==> src/rtl/pm1_pkg.sv <==
package pm1_pkg;

    typedef enum logic [1:0] {
        PB_RELEASED = 2'd0,
        PB_TIMING   = 2'd1,
        PB_LATCHED  = 2'd2
    } pb_state_t;

    localparam int NFLAG = 5;
    localparam int F_TMR  = 0;
    localparam int F_LOCK = 1;
    localparam int F_BTN  = 2;
    localparam int F_RTC  = 3;
    localparam int F_OVR  = 4;

    // byte each flag lives in
    function automatic logic flag_byte(input int f);
        case (f)
            F_TMR, F_LOCK: return 1'b0;
            default:       return 1'b1;
        endcase
    endfunction

    // bit position inside its byte
    function automatic int flag_bit(input int f);
        case (f)
            F_TMR:   return 0;
            F_LOCK:  return 5;
            F_BTN:   return 0;
            F_RTC:   return 2;
            default: return 3;
        endcase
    endfunction

endpackage

==> src/rtl/pm1_sticky_bit.sv <==
module pm1_sticky_bit (
    input  logic clk,
    input  logic rst_n,
    input  logic hw_set,
    input  logic hw_clr,
    input  logic sw_clr,
    output logic q
);

    always_ff @(posedge clk or negedge rst_n) begin
        if (!rst_n)
            q <= 1'b0;
        else if (hw_set)
            q <= 1'b1;
        else if (hw_clr || sw_clr)
            q <= 1'b0;
    end


    set_wins_chk: assert property (@(posedge clk) disable iff (!rst_n)
        hw_set |=> q);


    hold_chk: assert property (@(posedge clk) disable iff (!rst_n)
        (!hw_set && !hw_clr && !sw_clr) |=> (q == $past(q)));

endmodule

==> src/rtl/pm1_press_timer.sv <==
module pm1_press_timer
    import pm1_pkg::*;
#(
    parameter int THR_A = 395,
    parameter int THR_B = 400
) (
    input  logic clk,
    input  logic rst_n,
    input  logic sw_n,
    input  logic tick,
    input  logic sel_4s,
    output logic long_hit
);

    localparam int THR_MAX = (THR_A > THR_B) ? THR_A : THR_B;
    localparam int CNT_W   = $clog2(THR_MAX + 1);

    pb_state_t        state, state_nx;
    logic [CNT_W-1:0] cnt, cnt_nx;
    logic [CNT_W-1:0] limit;

    assign limit = sel_4s ? CNT_W'(THR_B) : CNT_W'(THR_A);

    always_ff @(posedge clk or negedge rst_n) begin
        if (!rst_n) begin
            state <= PB_RELEASED;
            cnt   <= '0;
        end else begin
            state <= state_nx;
            cnt   <= cnt_nx;
        end
    end

    always_comb begin
        state_nx = state;
        cnt_nx   = cnt;
        long_hit = 1'b0;
        unique case (state)
            PB_RELEASED: begin
                cnt_nx = '0;
                if (!sw_n) state_nx = PB_TIMING;
            end
            PB_TIMING: begin
                if (sw_n) begin
                    state_nx = PB_RELEASED;
                    cnt_nx   = '0;
                end else if (tick) begin
                    if (cnt + 1'b1 >= limit) begin
                        long_hit = 1'b1;
                        state_nx = PB_LATCHED;
                    end else begin
                        cnt_nx = cnt + 1'b1;
                    end
                end
            end
            PB_LATCHED: begin
                cnt_nx = '0;
                if (sw_n) state_nx = PB_RELEASED;
            end
            default: state_nx = PB_RELEASED;
        endcase
    end


    once_per_press_chk: assert property (@(posedge clk) disable iff (!rst_n)
        (state == PB_LATCHED) |-> !long_hit);


    latch_after_hit_chk: assert property (@(posedge clk) disable iff (!rst_n)
        long_hit |=> (state == PB_LATCHED));


    restart_chk: assert property (@(posedge clk) disable iff (!rst_n)
        (state == PB_RELEASED) |=> (cnt == '0));

endmodule

==> src/rtl/pm1_status_regs.sv <==
module pm1_status_regs
    import pm1_pkg::*;
#(
    parameter int THR_A = 395,
    parameter int THR_B = 400
) (
    input  logic       clk,
    input  logic       rst_n,
    input  logic       acc_en,
    input  logic       addr,
    input  logic       wr_en,
    input  logic [7:0] wdata,
    output logic [7:0] rdata,
    input  logic       tmr_msb,
    input  logic       lock_rel,
    input  logic       sw_n,
    input  logic       rtc_alarm,
    input  logic       tick,
    input  logic       sel_4s
);

    logic             tmr_d1, sw_d1;
    logic             long_hit;
    logic [NFLAG-1:0] set_v, hwclr_v, swclr_v, flag;
    logic [7:0]       lo_byte, hi_byte;

    always_ff @(posedge clk or negedge rst_n) begin
        if (!rst_n) begin
            tmr_d1 <= 1'b0;
            sw_d1  <= 1'b1;
        end else begin
            tmr_d1 <= tmr_msb;
            sw_d1  <= sw_n;
        end
    end

    pm1_press_timer #(.THR_A(THR_A), .THR_B(THR_B)) u_press (
        .clk      (clk),
        .rst_n    (rst_n),
        .sw_n     (sw_n),
        .tick     (tick),
        .sel_4s   (sel_4s),
        .long_hit (long_hit)
    );

    always_comb begin
        set_v          = '0;
        hwclr_v        = '0;
        set_v[F_TMR]   = tmr_d1 ^ tmr_msb;
        set_v[F_LOCK]  = lock_rel;
        set_v[F_BTN]   = sw_d1 & ~sw_n;
        set_v[F_RTC]   = rtc_alarm;
        set_v[F_OVR]   = long_hit;
        hwclr_v[F_BTN] = long_hit;
    end

    for (genvar f = 0; f < NFLAG; f++) begin : g_flag
        assign swclr_v[f] = acc_en && wr_en && (addr == flag_byte(f))
                            && wdata[flag_bit(f)];
        pm1_sticky_bit u_bit (
            .clk    (clk),
            .rst_n  (rst_n),
            .hw_set (set_v[f]),
            .hw_clr (hwclr_v[f]),
            .sw_clr (swclr_v[f]),
            .q      (flag[f])
        );
    end

    always_comb begin
        lo_byte = '0;
        hi_byte = '0;
        lo_byte[flag_bit(F_TMR)]  = flag[F_TMR];
        lo_byte[flag_bit(F_LOCK)] = flag[F_LOCK];
        hi_byte[flag_bit(F_BTN)]  = flag[F_BTN];
        hi_byte[flag_bit(F_RTC)]  = flag[F_RTC];
        hi_byte[flag_bit(F_OVR)]  = flag[F_OVR];
        if (!acc_en)   rdata = 8'h00;
        else if (addr) rdata = hi_byte;
        else           rdata = lo_byte;
    end


    gate_read_chk: assert property (@(posedge clk) disable iff (!rst_n)
        !acc_en |-> (rdata == 8'h00));


    reserved_zero_chk: assert property (@(posedge clk) disable iff (!rst_n)
        (rdata & (addr ? 8'hF2 : 8'hDE)) == 8'h00);


    override_swap_chk: assert property (@(posedge clk) disable iff (!rst_n)
        long_hit |=> (flag[F_OVR] && !flag[F_BTN]));


    press_edge_chk: assert property (@(posedge clk) disable iff (!rst_n)
        (sw_d1 && !sw_n) |=> flag[F_BTN]);

endmodule

==> config.mk <==
export PLATFORM = sky130hd
export DESIGN_NAME = pm1_status_regs
export DESIGN_NICKNAME = d
export VERILOG_FILES = /design/src/rtl/pm1_pkg.sv /design/src/rtl/pm1_sticky_bit.sv /design/src/rtl/pm1_press_timer.sv /design/src/rtl/pm1_status_regs.sv
export SDC_FILE = /design/constraint.sdc
export NUM_CORES = 1
export LEC_CHECK = 0
export BUFFER_PORTS_ARGS = -buffer_cell sky130_fd_sc_hd__buf_2
export CAP_MARGIN = 20
export CORE_MARGIN = 4
export CORE_UTILIZATION = 50
export DETAILED_ROUTE_END_ITERATION = 10
export GPL_TIMING_DRIVEN = 0
export PLACE_DENSITY = 0.73
export SYNTH_ARGS = -nofsm -noshare
export SYNTH_HDL_FRONTEND = slang
export SYNTH_SLANG_ARGS = --single-unit
==> constraint.sdc <==
create_clock -name clk -period 6.2 [get_ports clk]
set_clock_uncertainty 0.15 [all_clocks]
set_input_delay 1.24 -clock clk [delete_from_list [all_inputs] [get_ports clk]]
set_output_delay 1.24 -clock clk [all_outputs]
set_load 0.005 [all_outputs]
* Word level (Yosys, flattened, before mapping)
Cells that the tools add are included.
** Storage, ports and cells
- Bits in registers :: 18
- Latch bits :: 0
- RAM bits :: 0
- Memory bits (read-only) :: 0
- Input port bits :: 19
- Output and inout bits :: 8
- Logic and storage cells :: 68
- Memories kept :: 0
** Cells by class
- Add/sub/neg operators :: 1
- Multipliers :: 0
- Divide/modulo/power cells :: 0
- Order comparisons :: 1
- Eq/ne operators :: 7
- Shifts and indexed selects :: 0
- Muxes and demuxes :: 27
- Bitwise logic cells :: 4
- Reduce and logical (&&, ||, !) cells :: 19
** Operator list (number)
- $mux W9 :: 3
- $pmux W9 S2 :: 1
- $mux W1 :: 14
- $reduce_bool A2 Y1 :: 6
- $mux W2 :: 5
- $add A9 B1 Y9 const B :: 1
- $ge A9 B9 Y1 :: 1
- $logic_and A1 B1 Y1 :: 8
- $mux W8 :: 1
- $mux W6 :: 1
- $ne A3 B3 Y1 const B :: 2
- $pmux W2 S3 :: 1
- $mux W5 :: 1
- $ne A2 B2 Y1 const B :: 2
- $reduce_and A4 Y1 :: 1
- $ne A3 B2 Y1 const B :: 1
- $reduce_and A3 Y1 :: 1
- $eq A2 B1 Y1 const B :: 1
- $eq A2 B2 Y1 const B :: 1
- $logic_not A2 Y1 :: 1
- $not A1 Y1 :: 2
- $reduce_or A2 Y1 :: 1
- $and A1 B1 Y1 :: 1
- $logic_or A1 B1 Y1 :: 1
- $xor A1 B1 Y1 :: 1

* Logic depth before layout (Yosys ltp)
Gate-level depths: netlist of the first run.
- Depth after elaboration :: 9
- Gate-level depth with buffers :: 11
- Depth with buffers taken out :: 10

* Modules after synthesis
A second synthesis of the first run with hierarchy kept.
** Unflattened totals
- Cell total of the unflattened synthesis :: 120
- Area total of the unflattened synthesis :: 1196.1 um^2
** By module, submodules not included
- pm1_press_timer :: instances 1, cells an instance 83, area an instance 815.8 um^2, sequential area each 275.3 um^2
- pm1_status_regs :: instances 1, cells an instance 22, area an instance 198.9 um^2, sequential area each 51.3 um^2
- pm1_sticky_bit :: instances 5, cells an instance 3, area an instance 36.3 um^2, sequential area each 25.0 um^2

* Worst setup path after synthesis of the first run
Ideal clock, no wire load.
- Kind :: in2reg
- From :: input port sel_4s
- To :: register u_press.cnt[7]
- Setup time :: 0.126 ns
- Data arrival time :: 2.860 ns
- Required time :: 5.924 ns
- Path slack :: 3.064 ns
- Stages on the path :: 8
- Buffers on the path :: 0
- Cell sequence :: inv_1 ha_1 a211o_1 a2111o_1 nand2_1 a211o_2 o211ai_4 a221o_1
** Between the ends
- Longest elaborated chain between the ends :: 4
** RTL lines
- from (decl) :: line pm1_status_regs.sv:19 : input logic sel_4s
- $mux W5 :: line pm1_press_timer.sv:22 : assign limit = sel_4s ? CNT_W'(THR_B) : CNT_W'(THR_A);
- $ge A9 B9 Y1 :: line pm1_press_timer.sv:48 : if (cnt + 1'b1 >= limit) begin
- $ne A3 B3 Y1 (no line)
- $reduce_and A3 Y1 (no line)
- to (signal assigned) :: line pm1_press_timer.sv:30 : cnt <= cnt_nx;
- to (decl) :: line pm1_press_timer.sv:19 : logic [CNT_W-1:0] cnt, cnt_nx;
Every way passes these cells.
A chain may end at the register's enable or synchronous reset.

* Worst setup path after layout of the first run
- From :: input port addr
- To :: output port rdata[0]
** Between the ends
- Longest elaborated chain between the ends :: 2
** RTL lines
- from (decl) :: line pm1_status_regs.sv:10 : input logic addr,
- $mux W6 :: line pm1_status_regs.sv:79 : else if (addr) rdata = hi_byte;
- $mux W8 :: line pm1_status_regs.sv:78 : if (!acc_en) rdata = 8'h00;
- to (decl) :: line pm1_status_regs.sv:13 : output logic [7:0] rdata,
Every way passes these cells.

==> impl_metrics.yaml, run 1 <==
run_status:
  status: "finished clean"
die:
  initial_core_util_pct: 52.7
  rows: 17
  fp.dieW_um: 56.3
  die_y_um: 56.3
  io_pins: 27
  dieArea_um2: 3170
  core_area_um2: 2210
worst_setup_path:
  critPathArrivalTime_ps: 1890
  endpoint_kind: "output port"
  r2r_cells: 10
  path_cells: "clkbuf_1 -> mux2i_1 -> nor2b_1 -> buf_2"
  worst-path-stages: 4
  cp_max_fo: 9
  reg2reg_from: "u_press.cnt[2]"
  crit_buf_inv: 2
  path_class: "in2out"
  critPathRequiredTime_ps: 4810
  critPathSlowestCell: "clkbuf_1"
  max_stage_delay_ps: 240
  startpoint_type: "primary input"
  rr_endpoint: "u_press.cnt[7]"
  rrSetupSlack_ps: 3170
  critical-path-top-delay-family: "buffers and inverters"
sta:
  hold_violations: 0
  period_share_pct: 52.9
  layout_min_cycle_time_ps: 3280
  slew_violations: 0
  max_freq_ghz: 0.305
  timing.hold.ws_ps: 330
  tns_ps: 0
  rsz0062_at_grt: "false"
  setup_violations: 0
clocking:
  clkSinkCount: 18
  root_buffer: "clkbuf_4"
  clk_pin_slew_ps: 90
  cts_tree: "yes"
  numCtsBuffers: 3
  h-tree-depth: 1
  clock_path_buffers: 2
  worstSkewPairLatency_ps: 290
  post_cts_resized: 0
  postCtsSetupBuffers: 0
  postCtsHoldBufs: 0
flow_run:
  maxCapViolations: 0
route:
  dr.first_iter.drc_count: 39
  viasPerCell: 5.58
  dr.pass1.iters: 4
  vias: 920
  route.detailed.drc: 0
  postRouteAntennaNets: 0
  wl_per_cell_um: 12.6
  drt_wl_total_mm: 2.09
placement:
  hpwl_mm: 1.64
  portBuffers: 16
  gp_congestion: 0.805
power:
  ir_drop_uv: 164
  leakage_nw: 0.666
  power_density_nw_per_um2: 170
yosys:
  synthDistinctLibCells: 46
  syn_area_per_cell_um2: 10.2
  ys_ff_latch: 18
  ys_seq_area_share_pct: 38.8
  synthCells: 114
  synth_area_um2: 1160
  yosysWarnings: 0
layout:
  layout_common_cells: "buf_2 (17), dfrtp_1 (17), nand2_1 (11)"
  finalNetCount: 162
  drive_gt1_share_pct: 28.5
  final_core_util_pct: 60.0
  area_growth_pct: 14.0
  antenna_cells: 0
  fill_cells: 198
global_route:
  grt-ovfl-total: 0
  grtUsageTotal_pct: 14.4
  grt_max_degree: 19
  first_global_vias: 871
  grt_pass1_wl_mm: 3.65
  antenna_found_initial: 0
worst_hold_path:
  holdPathEnd: "g_flag[0].u_bit.q"
  holdCritPathClass: "reg2reg"
  whs_path_depth: 2
  min-delay-start: "g_flag[0].u_bit.q"
-- worst reg2reg max path, cell delays in order (launching register included) --
cell and delay (ps):
dfrtp_1 490, nand3_4 160, and2_1 200, or2_2 290, ha_1 190, a211o_1 290, a2111o_1 400, nand2_1 90
a211o_2 150, o211ai_4 130, a221o_1 370
-- state kept, by name, indices dropped and copies added (netlist names) --
register and count:
g_flag.u_bit.q 5, sw_d1 1, tmr_d1 1, u_press.state 2, u_press.cnt 9
-- power breakdown --
| group | switching (mW) | leakage [nW] | internal (mW) |
|---|---|---|---|
| sequential | 0.00295 | 0.224 | 0.121 |
| combinational | 0.0157 | 0.422 | 0.0149 |
| clock | 0.0356 | 0.0210 | 0.0358 |
| total | 0.0542 | 0.666 | 0.172 |
-- synth_stat cells, drive strengths merged --
cell | instances | share of area (%)
buf | 5 | 3.0
a211o | 2 | 1.6
o21a | 2 | 1.3
a21o | 3 | 1.9
or2 | 3 | 1.6
nor2b | 3 | 1.6
conb | 1 | 0.32
a311oi | 1 | 1.3
a21bo | 3 | 2.6
a211oi | 1 | 0.64
a21boi | 1 | 0.64
a32o | 1 | 0.86
nand3 | 3 | 2.4
dfstp | 1 | 2.3
and2 | 1 | 0.54
a22o | 5 | 4.0
a221o | 1 | 0.86
and3b | 1 | 0.75
a21oi | 1 | 0.43
mux2 | 1 | 0.97
xnor2 | 2 | 1.5
nor4 | 2 | 2.4
nor3 | 5 | 2.1
ha | 5 | 5.4
clkbuf | 2 | 0.64
nor4b | 1 | 1.3
mux2i | 2 | 1.7
and3 | 3 | 1.6
nand4b | 2 | 1.5
nor2 | 4 | 1.3
a2111o | 1 | 0.97
o211a | 1 | 0.86
nand2 | 11 | 3.5
nand4 | 4 | 2.7
dfrtp | 17 | 37
nand2b | 3 | 1.6
o211ai | 1 | 1.8
inv | 4 | 1.3
o21ai | 4 | 1.7
-- layout make-up --
cell class                      count  area [µm²]  area share, %
Multi-Input combinational cell     88         667           50.2
Inverter                            4        15.0           1.13
Tap cell                           28        35.0           2.64
Buffer                              7        42.5           3.20
Sequential cell                    18         452           34.0
Clock buffer                        4        36.3           2.73
Timing Repair Buffer               16        80.1           6.03
-- layer usage --
metal,global-route usage (%),part of all wire (%),vias up
li1,-,-,460
met1,16.2,43,439
met2,26.4,52,21
met3,4.37,5.7,0
met4,3.05,0,0
met5,0,0,-
-- stage by stage --
step           instances  setup slack [ps]  total power, mW  cell area (µm²)
2_1_floorplan        117              3060            0.144             1180
3_3_place_gp         161              2820            0.156             1290
3_5_place_dp         161              2800            0.157             1290
4_1_cts              165              2920            0.230             1330
5_1_grt              165              2820            0.240             1330
6_report             165              2920            0.226             1330
-- kinds of logic (layout without fill, tap and decap cells) --
family	count (synthesis)	in the layout	share of synthesized area, %
mux	3	3	2.69
fa+ha+maj	5	5	5.37
xor+xnor	2	2	1.50
other cells	1	4	0.322
flops	18	18	38.8
buf+inv	11	31	4.94
simple gates	46	46	24.9
compound gates	28	28	21.5
-- worst max path at each step --
stage	startpoint	endpoint	slack (ps)
floorplan	sel_4s	u_press.cnt[7]	3060
global placement	sel_4s	u_press.cnt[7]	2820
detailed placement	sel_4s	u_press.cnt[7]	2800
CTS	addr	rdata[0]	2920
global route	addr	rdata[0]	2820
finish	addr	rdata[0]	2920
Power figures use the tool's default switching activity.
==> run 2, diff against run 1 <==
ABC_AREA = 1   (was unset)
clock period = 3.2 ns   (was 6.2 ns; I/O delays follow)
==> run 2 against run 1 <==
Net effect:
- combinational power grew to 5.0 times the previous value
- register-to-register slack worse by 2600 ps
- non-clock buffer count is 1 lower
- critical path type is now reg2reg
==> impl_metrics.yaml, run 2 <==
run_status:
  status: "finished clean"
yosys:
  synth_edf_count: 0
  synthFlopType: "dfrtp_1"
  synthArstFlopShare_pct: 100
  synthCells: 171
  synth_top_cell_area_share_pct: 35.6
  ys_top_cells_by_area: "dfrtp_1 (36%), nand2_1 (16%), inv_1 (9.1%)"
  yosys.area.top_type: "dfrtp_1"
  ys_seq_area_share_pct: 37.8
  syn_area_per_cell_um2: 7.00
  synth_common_cells: "nand2_1 (50), inv_1 (29), nor2_1 (22)"
  post-synth-top-count-cell: "nand2_1"
  synth_area_um2: 1200
  synthDistinctLibCells: 22
  ys_ff_latch: 18
  yosysWarnings: 0
layout:
  multi_input_area_um2: 617
  layout.area.seq_um2: 452
  drive_gt1_share_pct: 16.3
  stdcell_area_um2: 1370
  instances_no_fill: 224
  finalNetCount: 221
  reg_top3: "u_press.cnt (9), g_flag.u_bit.q (5), u_press.state (2)"
  antenna_cells: 0
  area_growth_pct: 14.4
  largest_register_ffs: 9
  final_common_cell: "nand2_1"
  fill_cells: 210
  final_core_util_pct: 60.7
  top_register: "u_press.cnt"
  layout_common_cells: "nand2_1 (50), inv_1 (29), nor2_1 (22)"
clocking:
  post_cts_resized: 0
  clkSinkCount: 18
  cts_tree: "yes"
  worstSkewPairLatency_ps: 290
  h-tree-depth: 1
  numCtsBuffers: 3
  clock_path_buffers: 2
  root_buffer: "clkbuf_4"
  postCtsHoldBufs: 0
  clk_pin_slew_ps: 100
  postCtsSetupBuffers: 0
sta:
  setup_violations: 0
  max_freq_ghz: 0.387
  layout_min_cycle_time_ps: 2590
  tightest_slew_ps: 536
  tns_ps: 0
  rsz0062_at_grt: "false"
  hold_violations: 0
  period_share_pct: 80.8
  slew_headroom_pct: 64.3
  timing.hold.ws_ps: 107
  slew_violations: 0
worst_setup_path:
  startpoint_type: "register"
  critPathRequiredTime_ps: 3230
  path_cells: "ha_1 -> nand3_1 -> xnor2_1 -> ha_1 -> nand2_1 -> nor2_1 -> nand3_1 -> nand2_1 -> nor2_1 -> nand2_1 -> nand3_4 -> nand2_4 -> nand2_1 -> nand2_1"
  crit_buf_inv: 0
  max_stage_delay_ps: 460
  path_class: "reg2reg"
  endpoint_kind: "register"
  critical-path-top-delay-family: "simple AND/OR/NAND/NOR gates"
  reg2reg_from: "u_press.cnt[0]"
  critPathSlowestCell: "dfrtp_1"
  rrSetupSlack_ps: 610
  cp_common_cell: "nand2_1"
  cp_max_fo: 10
  critPathArrivalTime_ps: 2620
  startpoint: "u_press.cnt[0]"
global_route:
  grt-ovfl-total: 0
  grt_max_degree: 19
  grt_pass1_wl_mm: 4.26
  antenna_found_initial: 0
  grtUsageTotal_pct: 16.6
  first_global_vias: 1020
die:
  die_y_um: 56.9
  rows: 17
  core_area_um2: 2250
  fp.dieW_um: 56.9
  io_pins: 27
  initial_core_util_pct: 53.1
  dieArea_um2: 3240
route:
  drt_wl_total_mm: 2.40
  viasPerCell: 4.97
  route.detailed.drc: 0
  vias: 1114
  postRouteAntennaNets: 0
  wl_per_cell_um: 10.7
  dr.first_iter.drc_count: 58
  dr.pass1.iters: 4
placement:
  dp_cells: 220
  portBuffers: 18
  placedInstanceArea_um2: 1330
  hpwl_mm: 1.87
  gp_congestion: 0.830
power:
  leakage_nw: 0.786
  power_density_nw_per_um2: 406
  ir_drop_uv: 338
flow_run:
  maxCapViolations: 0
worst_hold_path:
  holdCritPathClass: "in2async"
run 2: cell type report:
cell class | instances | share of cell area [%]
well taps | 28 | 2.56
repair buffers | 18 | 6.58
plain buffers | 4 | 2.19
inverters | 29 | 7.95
clock buffers | 4 | 2.65
multi-input cells | 123 | 45.1
flip-flops and latches | 18 | 33.0
run 2: final timing paths:
kind / to / cells past startpoint
max: u_press.cnt[8] / 14
max in group asynchronous: sw_d1 / 1
max reg2reg: u_press.cnt[8] / 14
min in group clk: sw_d1 / 1
min reg2reg: g_flag[2].u_bit.q / 2
min: u_press.cnt[0] / 1
run 2: worst register-to-register path, stage by stage (launching register included):
cell and delay (ps):
dfrtp_1 460, ha_1 240, nand3_1 180, xnor2_1 260, ha_1 290, nand2_1 90
nor2_1 40, nand3_1 70, nand2_1 60, nor2_1 90, nand2_1 130, nand3_4 160
nand2_4 110, nand2_1 90, nand2_1 50
run 2: stage by stage:
stage	total power, mW	setup WS, ps
3_3_place_gp	0.415	685
3_5_place_dp	0.424	643
4_1_cts	0.567	619
5_1_grt	0.608	375
6_report	0.556	614
2_1_floorplan	0.376	1030
run 2: kinds of logic (layout without fill, tap and decap cells):
kind of cell    after synthesis  after routing  share of synthesized area (%)
compound gates               15             15                           7.84
xor+xnor                      3              3                           2.20
fa+ha+maj                     5              5                           5.23
buf+inv                      33             55                           11.6
flops                        18             18                           37.8
other cells                   1              4                          0.314
simple gates                 96             96                           35.0
run 2: report_power, final:
group	total (mW)	internal (mW)	leakage, nW	switching [mW]
registers	0.265	0.246	0.223	0.0185
clock network	0.138	0.0693	0.0210	0.0691
logic	0.152	0.0553	0.542	0.0972
total	0.556	0.371	0.786	0.185
run 2: metal layers:
layer  routed length (µm)  track usage [%]  vias up
met5                    0                0        -
met4                   47             8.28        0
met3                  197             3.22        4
met2                 1150             27.9       41
met1                 1000             20.1      491
li1                     -                -      578
